==> src/rtl/sinc3_pkg.sv <==
// Shared sizing helpers for the sinc decimator.
// Assumes input bits map to 0/+1, so the full-precision result never
// exceeds DR^ORDER, which needs ORDER*log2(DR)+1 bits.
package sinc3_pkg;

    // Accumulator width that holds DR^ORDER without ambiguity.
    function automatic int acc_bits(input int order, input int dec_log2);
        return order * dec_log2 + 1;
    endfunction

    // Width of a counter that saturates at `order`.
    function automatic int settle_bits(input int order);
        return $clog2(order + 1);
    endfunction

endpackage

==> src/rtl/sinc3_capture.sv <==
// Falling-edge capture of the serial bit.
// Assumes the source launches the bit on the rising edge, so the
// falling edge sits in the middle of its valid window.
module sinc3_capture (
    input  logic clk,
    input  logic rst_n,
    input  logic bit_i,
    output logic bit_o
);

    // Sample the bit at mid-window.
    always_ff @(negedge clk) begin
        if (!rst_n) bit_o <= 1'b0;
        else        bit_o <= bit_i;
    end

endmodule

==> src/rtl/sinc3_integ.sv <==
// Cascade of ORDER running sums at the bit rate.
// Wraps modulo 2^ACC_W. The comb stages undo the wrap, provided ACC_W
// holds DR^ORDER.
module sinc3_integ #(
    parameter int ORDER = 3,
    parameter int ACC_W = 25
) (
    input  logic             clk,
    input  logic             rst_n,
    input  logic             bit_i,
    output logic [ACC_W-1:0] acc_o
);

    logic [ACC_W-1:0] stage_q [ORDER];

    // Each stage adds the previous one. The first stage adds the 0/+1 bit.
    always_ff @(posedge clk) begin
        if (!rst_n) begin
            for (int k = 0; k < ORDER; k++) stage_q[k] <= '0;
        end else begin
            stage_q[0] <= stage_q[0] + {{(ACC_W-1){1'b0}}, bit_i};
            for (int k = 1; k < ORDER; k++) stage_q[k] <= stage_q[k] + stage_q[k-1];
        end
    end

    assign acc_o = stage_q[ORDER-1];

endmodule

==> src/rtl/sinc3_ratectr.sv <==
// Free-running divide-by-2^DEC_LOG2 counter.
// The enable is high on the clock where the count is all ones, one clock
// in every 2^DEC_LOG2.
module sinc3_ratectr #(
    parameter int DEC_LOG2 = 8
) (
    input  logic clk,
    input  logic rst_n,
    output logic en_o
);

    logic [DEC_LOG2-1:0] cnt_q;

    // Count bit clocks. The count wraps on its own.
    always_ff @(posedge clk) begin
        if (!rst_n) cnt_q <= '0;
        else        cnt_q <= cnt_q + 1'b1;
    end

    assign en_o = &cnt_q;

    // the enable never lasts longer than one clock
    a_r2_en_single: assert property (@(posedge clk) disable iff (!rst_n)
        en_o |=> !en_o);

endmodule

==> src/rtl/sinc3_comb.sv <==
// ORDER differencing stages, all evaluated in the enable cycle.
// Each stage's delay register holds its input from the previous update,
// so the chain is a pure sinc^ORDER with no pipeline lag.
module sinc3_comb #(
    parameter int ORDER = 3,
    parameter int ACC_W = 25,
    parameter int TOP_W = 17
) (
    input  logic             clk,
    input  logic             rst_n,
    input  logic             en_i,
    input  logic [ACC_W-1:0] acc_i,
    output logic [TOP_W-1:0] res_top_o
);

    logic [ACC_W-1:0] chain [ORDER+1];
    logic [ACC_W-1:0] dly_q [ORDER];
    logic [ACC_W-1:0] result_q;

    // Difference chain: each stage subtracts its value from one period ago.
    always_comb begin
        chain[0] = acc_i;
        for (int k = 0; k < ORDER; k++) chain[k+1] = chain[k] - dly_q[k];
    end

    // Store the stage inputs and the final difference on each enable.
    always_ff @(posedge clk) begin
        if (!rst_n) begin
            for (int k = 0; k < ORDER; k++) dly_q[k] <= '0;
            result_q <= '0;
        end else if (en_i) begin
            for (int k = 0; k < ORDER; k++) dly_q[k] <= chain[k];
            result_q <= chain[ORDER];
        end
    end

    assign res_top_o = result_q[ACC_W-1 -: TOP_W];

    // non-negative unity-gain taps keep the result at or below DR^ORDER
    a_r5_result_bound: assert property (@(posedge clk) disable iff (!rst_n)
        result_q <= (ACC_W'(1) << (ACC_W-1)));

endmodule

==> src/rtl/sinc3_outstage.sv <==
// Output register, one-clock strobe and settle flag.
// Takes the top OUT_W+1 bits of the result. The MSB set means full scale,
// which clamps. It updates one clock after the comb enable.
module sinc3_outstage #(
    parameter int OUT_W = 16,
    parameter int ORDER = 3
) (
    input  logic             clk,
    input  logic             rst_n,
    input  logic             en_i,
    input  logic [OUT_W:0]   res_top_i,
    output logic [OUT_W-1:0] word_o,
    output logic             valid_o,
    output logic             settled_o
);

    localparam int SC_W = sinc3_pkg::settle_bits(ORDER);

    logic            upd_q;
    logic [SC_W-1:0] words_q;

    // Delay the enable by one clock so the comb result is already stored.
    always_ff @(posedge clk) begin
        if (!rst_n) upd_q <= 1'b0;
        else        upd_q <= en_i;
    end

    // Latch the clamped word, raise the strobe and track settling.
    always_ff @(posedge clk) begin
        if (!rst_n) begin
            word_o    <= '0;
            valid_o   <= 1'b0;
            settled_o <= 1'b0;
            words_q   <= '0;
        end else begin
            valid_o <= upd_q;
            if (upd_q) begin
                word_o    <= res_top_i[OUT_W] ? {OUT_W{1'b1}} : res_top_i[OUT_W-1:0];
                settled_o <= (words_q == SC_W'(ORDER));
                if (words_q != SC_W'(ORDER)) words_q <= words_q + 1'b1;
            end
        end
    end

    // the word strobe lasts one clock
    a_r2_valid_pulse: assert property (@(posedge clk) disable iff (!rst_n)
        valid_o |=> !valid_o);

    // a full-scale result yields the top code
    a_r5_clamp: assert property (@(posedge clk) disable iff (!rst_n)
        (upd_q && res_top_i[OUT_W]) |=> (word_o == {OUT_W{1'b1}}));

    // the settle flag can only rise together with a word strobe
    a_r7_settle_rise: assert property (@(posedge clk) disable iff (!rst_n)
        $rose(settled_o) |-> valid_o);

endmodule

==> src/rtl/sinc3_decim.sv <==
// Top of the sinc^ORDER decimator: capture, integrators, rate counter,
// combs and output stage. Decimation ratio is 2^DEC_LOG2. The output is
// offset binary with OUT_W bits, OUT_W <= ORDER*DEC_LOG2.
module sinc3_decim #(
    parameter int ORDER    = 3,
    parameter int DEC_LOG2 = 8,
    parameter int OUT_W    = 16
) (
    input  logic             clk,
    input  logic             rst_n,
    input  logic             mod_bit,
    output logic [OUT_W-1:0] sample_o,
    output logic             sample_vld,
    output logic             settled_o
);

    localparam int ACC_W = sinc3_pkg::acc_bits(ORDER, DEC_LOG2);

    logic             bit_cap;
    logic [ACC_W-1:0] acc;
    logic             dec_en;
    logic [OUT_W:0]   res_top;

    sinc3_capture u_cap (
        .clk   (clk),
        .rst_n (rst_n),
        .bit_i (mod_bit),
        .bit_o (bit_cap)
    );

    sinc3_integ #(.ORDER(ORDER), .ACC_W(ACC_W)) u_integ (
        .clk   (clk),
        .rst_n (rst_n),
        .bit_i (bit_cap),
        .acc_o (acc)
    );

    sinc3_ratectr #(.DEC_LOG2(DEC_LOG2)) u_rate (
        .clk   (clk),
        .rst_n (rst_n),
        .en_o  (dec_en)
    );

    sinc3_comb #(.ORDER(ORDER), .ACC_W(ACC_W), .TOP_W(OUT_W+1)) u_comb (
        .clk       (clk),
        .rst_n     (rst_n),
        .en_i      (dec_en),
        .acc_i     (acc),
        .res_top_o (res_top)
    );

    sinc3_outstage #(.OUT_W(OUT_W), .ORDER(ORDER)) u_out (
        .clk       (clk),
        .rst_n     (rst_n),
        .en_i      (dec_en),
        .res_top_i (res_top),
        .word_o    (sample_o),
        .valid_o   (sample_vld),
        .settled_o (settled_o)
    );

endmodule

==> config.mk <==
export PLATFORM = sky130hd
export DESIGN_NAME = sinc3_decim
export DESIGN_NICKNAME = d
export VERILOG_FILES = /design/src/rtl/sinc3_pkg.sv /design/src/rtl/sinc3_capture.sv /design/src/rtl/sinc3_integ.sv /design/src/rtl/sinc3_ratectr.sv /design/src/rtl/sinc3_comb.sv /design/src/rtl/sinc3_outstage.sv /design/src/rtl/sinc3_decim.sv
export SDC_FILE = /design/constraint.sdc
export NUM_CORES = 1
export LEC_CHECK = 0
export BUFFER_PORTS_ARGS = -buffer_cell sky130_fd_sc_hd__buf_2
export CAP_MARGIN = 20
export CORE_MARGIN = 2
export CORE_UTILIZATION = 65
export DETAILED_ROUTE_END_ITERATION = 7
export PLACE_DENSITY = 0.86
export SYNTH_ARGS = -nofsm -noshare
export SYNTH_HDL_FRONTEND = slang
export SYNTH_SLANG_ARGS = --single-unit
export TNS_END_PERCENT = 30
==> constraint.sdc <==
create_clock -name clk -period 10.6 [get_ports clk]
set_input_delay 0 -clock clk [delete_from_list [all_inputs] [get_ports clk]]
set_output_delay 0 -clock clk [all_outputs]
set_load 0.02 [all_outputs]
==> results by group <==
Run status
  • Status: complete, no violations

Yosys
  • Synth Register Bits: 197
  • Netlist Area Pre-Place: 0.0122 mm^2
  • Count leader, synth: nor2_1
  • Mean Syn Cell Area: 8.95 um^2
  • Commonest cells in the synthesized netlist: nor2_1, ha_1, dfxtp_1
  • Top_reg_cell synth: dfxtp_1
  • Syn Nets: 1492
  • Post-synth top area cell: dfxtp_1
  • Synth cell types: 64
  • Post-synth EDFFs: 75
  • Ranking of synthesized cells by area: dfxtp_1, edfxtp_1, ha_1
  • Top-area cell type share of the netlist area: 0.200
  • Register area share after synthesis: 0.385
  • FFs w/ async S/R, synth: 0
  • Cells after synthesis: 1362
  • Ys Warns: 0

Hold path
  • HP Class: in -> reg

Power
  • PwrDens: 130 mW/mm^2
  • Total Power: 1.70 mW
  • VDD IR max: 0.000117 V
  • Pleak: 5.91 nW

Timing
  • Final Slew Violations: 0
  • RSZ-0062 raised after global routing: false
  • Fin. Hold Viols: 0
  • Final setup viols: 0
  • Fin Clk Skew: 27.9 ps
  • Worst slew pin tran: 981 ps
  • Setup TNS: 0 ps
  • Post-route setup slack: 3270 ps
  • Max_slew headroom: 0.346

Global route
  • Met3 GRT Util: 0.0414
  • Pin count of the biggest net entering global routing: 95
  • Total congestion overflow: 0
  • First-pass GRT wire length: 39.8 mm
  • Number of antenna violations at the first check in global routing: 0
  • Met2 usage: 0.443
  • Number of global-route vias before repair: 9050
  • GRT met1 Usage: 0.285
  • GRT Overall Usage: 0.239
  • Gr busiest metal: met2

Cells and area
  • Antenna diodes: 0
  • NumNets Final: 1503
  • Area grow syn2layout: 7.35%
  • Layout cells sized above 1: 0.0541
  • Non-Filler Instances: 1620

Placed design
  • Pre-CTS setup slack: 3260 ps
  • Placer Congestion: 0.890
  • # port buffers: 20
  • Placed Cells: 1588
  • Post-DP HPWL: 16.1 mm

CTS
  • Clock Pin Slew Worst Setup and Hold Paths: 80 ps
  • CTS Sinks: 197
  • Clock Latency Late Sink: 460 ps
  • Num CTS Buffers: 17
  • H-tree depth: 4
  • CTS root buf: clkbuf_16
  • Setup Fix Bufs, Post-CTS: 0
  • Post-CTS Resized: 0
  • CTS Buffer Depth: 2
  • Post-CTS Hold Buffers: 0
  • CTS tree: built

Route
  • Via count: 9421
  • WL per Instance: 14.5 um
  • Number of DRC markers in iteration 0: 602
  • DRT antenna net count: 0
  • DR pass1 iterations: 5
  • DR vias/cell: 5.82
  • Final WL: 23.5 mm
  • # DRC: 0

Floorplanning
  • Core Region: 0.0186 mm^2
  • IO Pins: 21
  • Die Area: 0.0199 mm^2
  • Die height: 141 um
  • Starting density of the core: 0.656
  • DIE WIDTH: 141 um
  • FP Rows: 50

Setup path
  • Critical path capture point type: flip-flop
  • Req. time, crit path: 10960 ps
  • CP Class: reg -> reg
  • Startpoint types: flip-flop
  • Critical Path AT: 7690 ps
  • Worst-path fanout max: 9

Flow run
  • Max-Cap Viols: 0
-- power by group --
part	internal [mW]	switching, mW	total [mW]
clock network	0.337	0.300	0.637
logic	0.107	0.151	0.258
registers	0.797	0.00567	0.802
-- critical path: stages, from the launching register on --
cell	delay, ps
dfxtp_1	300
ha_1	160
ha_1	240
nand2_1	130
nor2_1	220
nand4_1	300
or3_1	440
a21oi_1	150
-- layer usage --
layer,vias to the layer above,share of wire
li1,4826,-
met1,4381,0.46
met2,177,0.50
met3,37,0.029
met4,0,0.018
met5,-,0
-- state kept, by name (all words and copies together), names as in the netlist --
signal,flops
u_rate.cnt_q,8
u_out.settled_o,1
u_integ.stage_q,75
u_cap.bit_o,1
u_out.words_q,2
u_out.valid_o,1
u_comb.dly_q,75
u_out.upd_q,1
u_comb.result_q,17
u_out.word_o,16
-- kinds of logic after synthesis --
kind of cell | share of synthesized area
fa+ha+maj | 0.133
buf+inv | 0.0453
compound gates | 0.176
xor+xnor | 0.0747
simple gates | 0.184
mux | 0.00246
flops | 0.385
-- cells in the final DEF (no fill, tap or decap), types with 10 or more instances in the layout --
master	n
a21o_1	59
a21oi_1	113
and2_1	51
and3_1	46
buf_2	20
clkbuf_16	19
dfxtp_1	122
edfxtp_1	75
ha_1	123
inv_1	113
nand2_1	75
nand3_1	38
nand4_1	11
nor2_1	130
nor2b_1	17
nor3_1	29
nor3b_1	10
o21a_1	11
o21ai_0	61
o21ai_1	11
or3_1	19
xnor2_1	56
xor2_1	48
-- worst paths after layout --
kind	startpoint	to	slack (ps)	cells past startpoint
setup / recovery	u_cap.bit_o$_SDFF_NN0_	u_integ.stage_q[0][24]$_SDFF_PN0_	3270	7
hold / removal	rst_n	u_integ.stage_q[0][1]$_SDFF_PN0_	290	3
setup reg to reg	u_cap.bit_o$_SDFF_NN0_	u_integ.stage_q[0][24]$_SDFF_PN0_	3270	7
hold reg to reg	u_rate.cnt_q[0]$_SDFF_PN0_	u_rate.cnt_q[0]$_SDFF_PN0_	440	1
-- layout make-up --
class / count / area (um^2)
Clock inverter: 13 / 106
Tap cell: 234 / 293
Multi-Input combinational cell: 1018 / 6950
Timing Repair Buffer: 25 / 138
Fill cell: 1371 / 5500
Clock buffer: 20 / 479
Inverter: 113 / 424
Sequential cell: 197 / 4690
-- metrics by stage --
step	hold slack, ps	instance area [um^2]	utilization
CTS	311	13100	0.704
finish	289	13100	0.704
detailed placement	424	12500	0.673
global placement	418	12500	0.673
global route	316	13100	0.704
floorplan	306	12200	-
No activity file was read; power rests on OpenSTA's default activity.
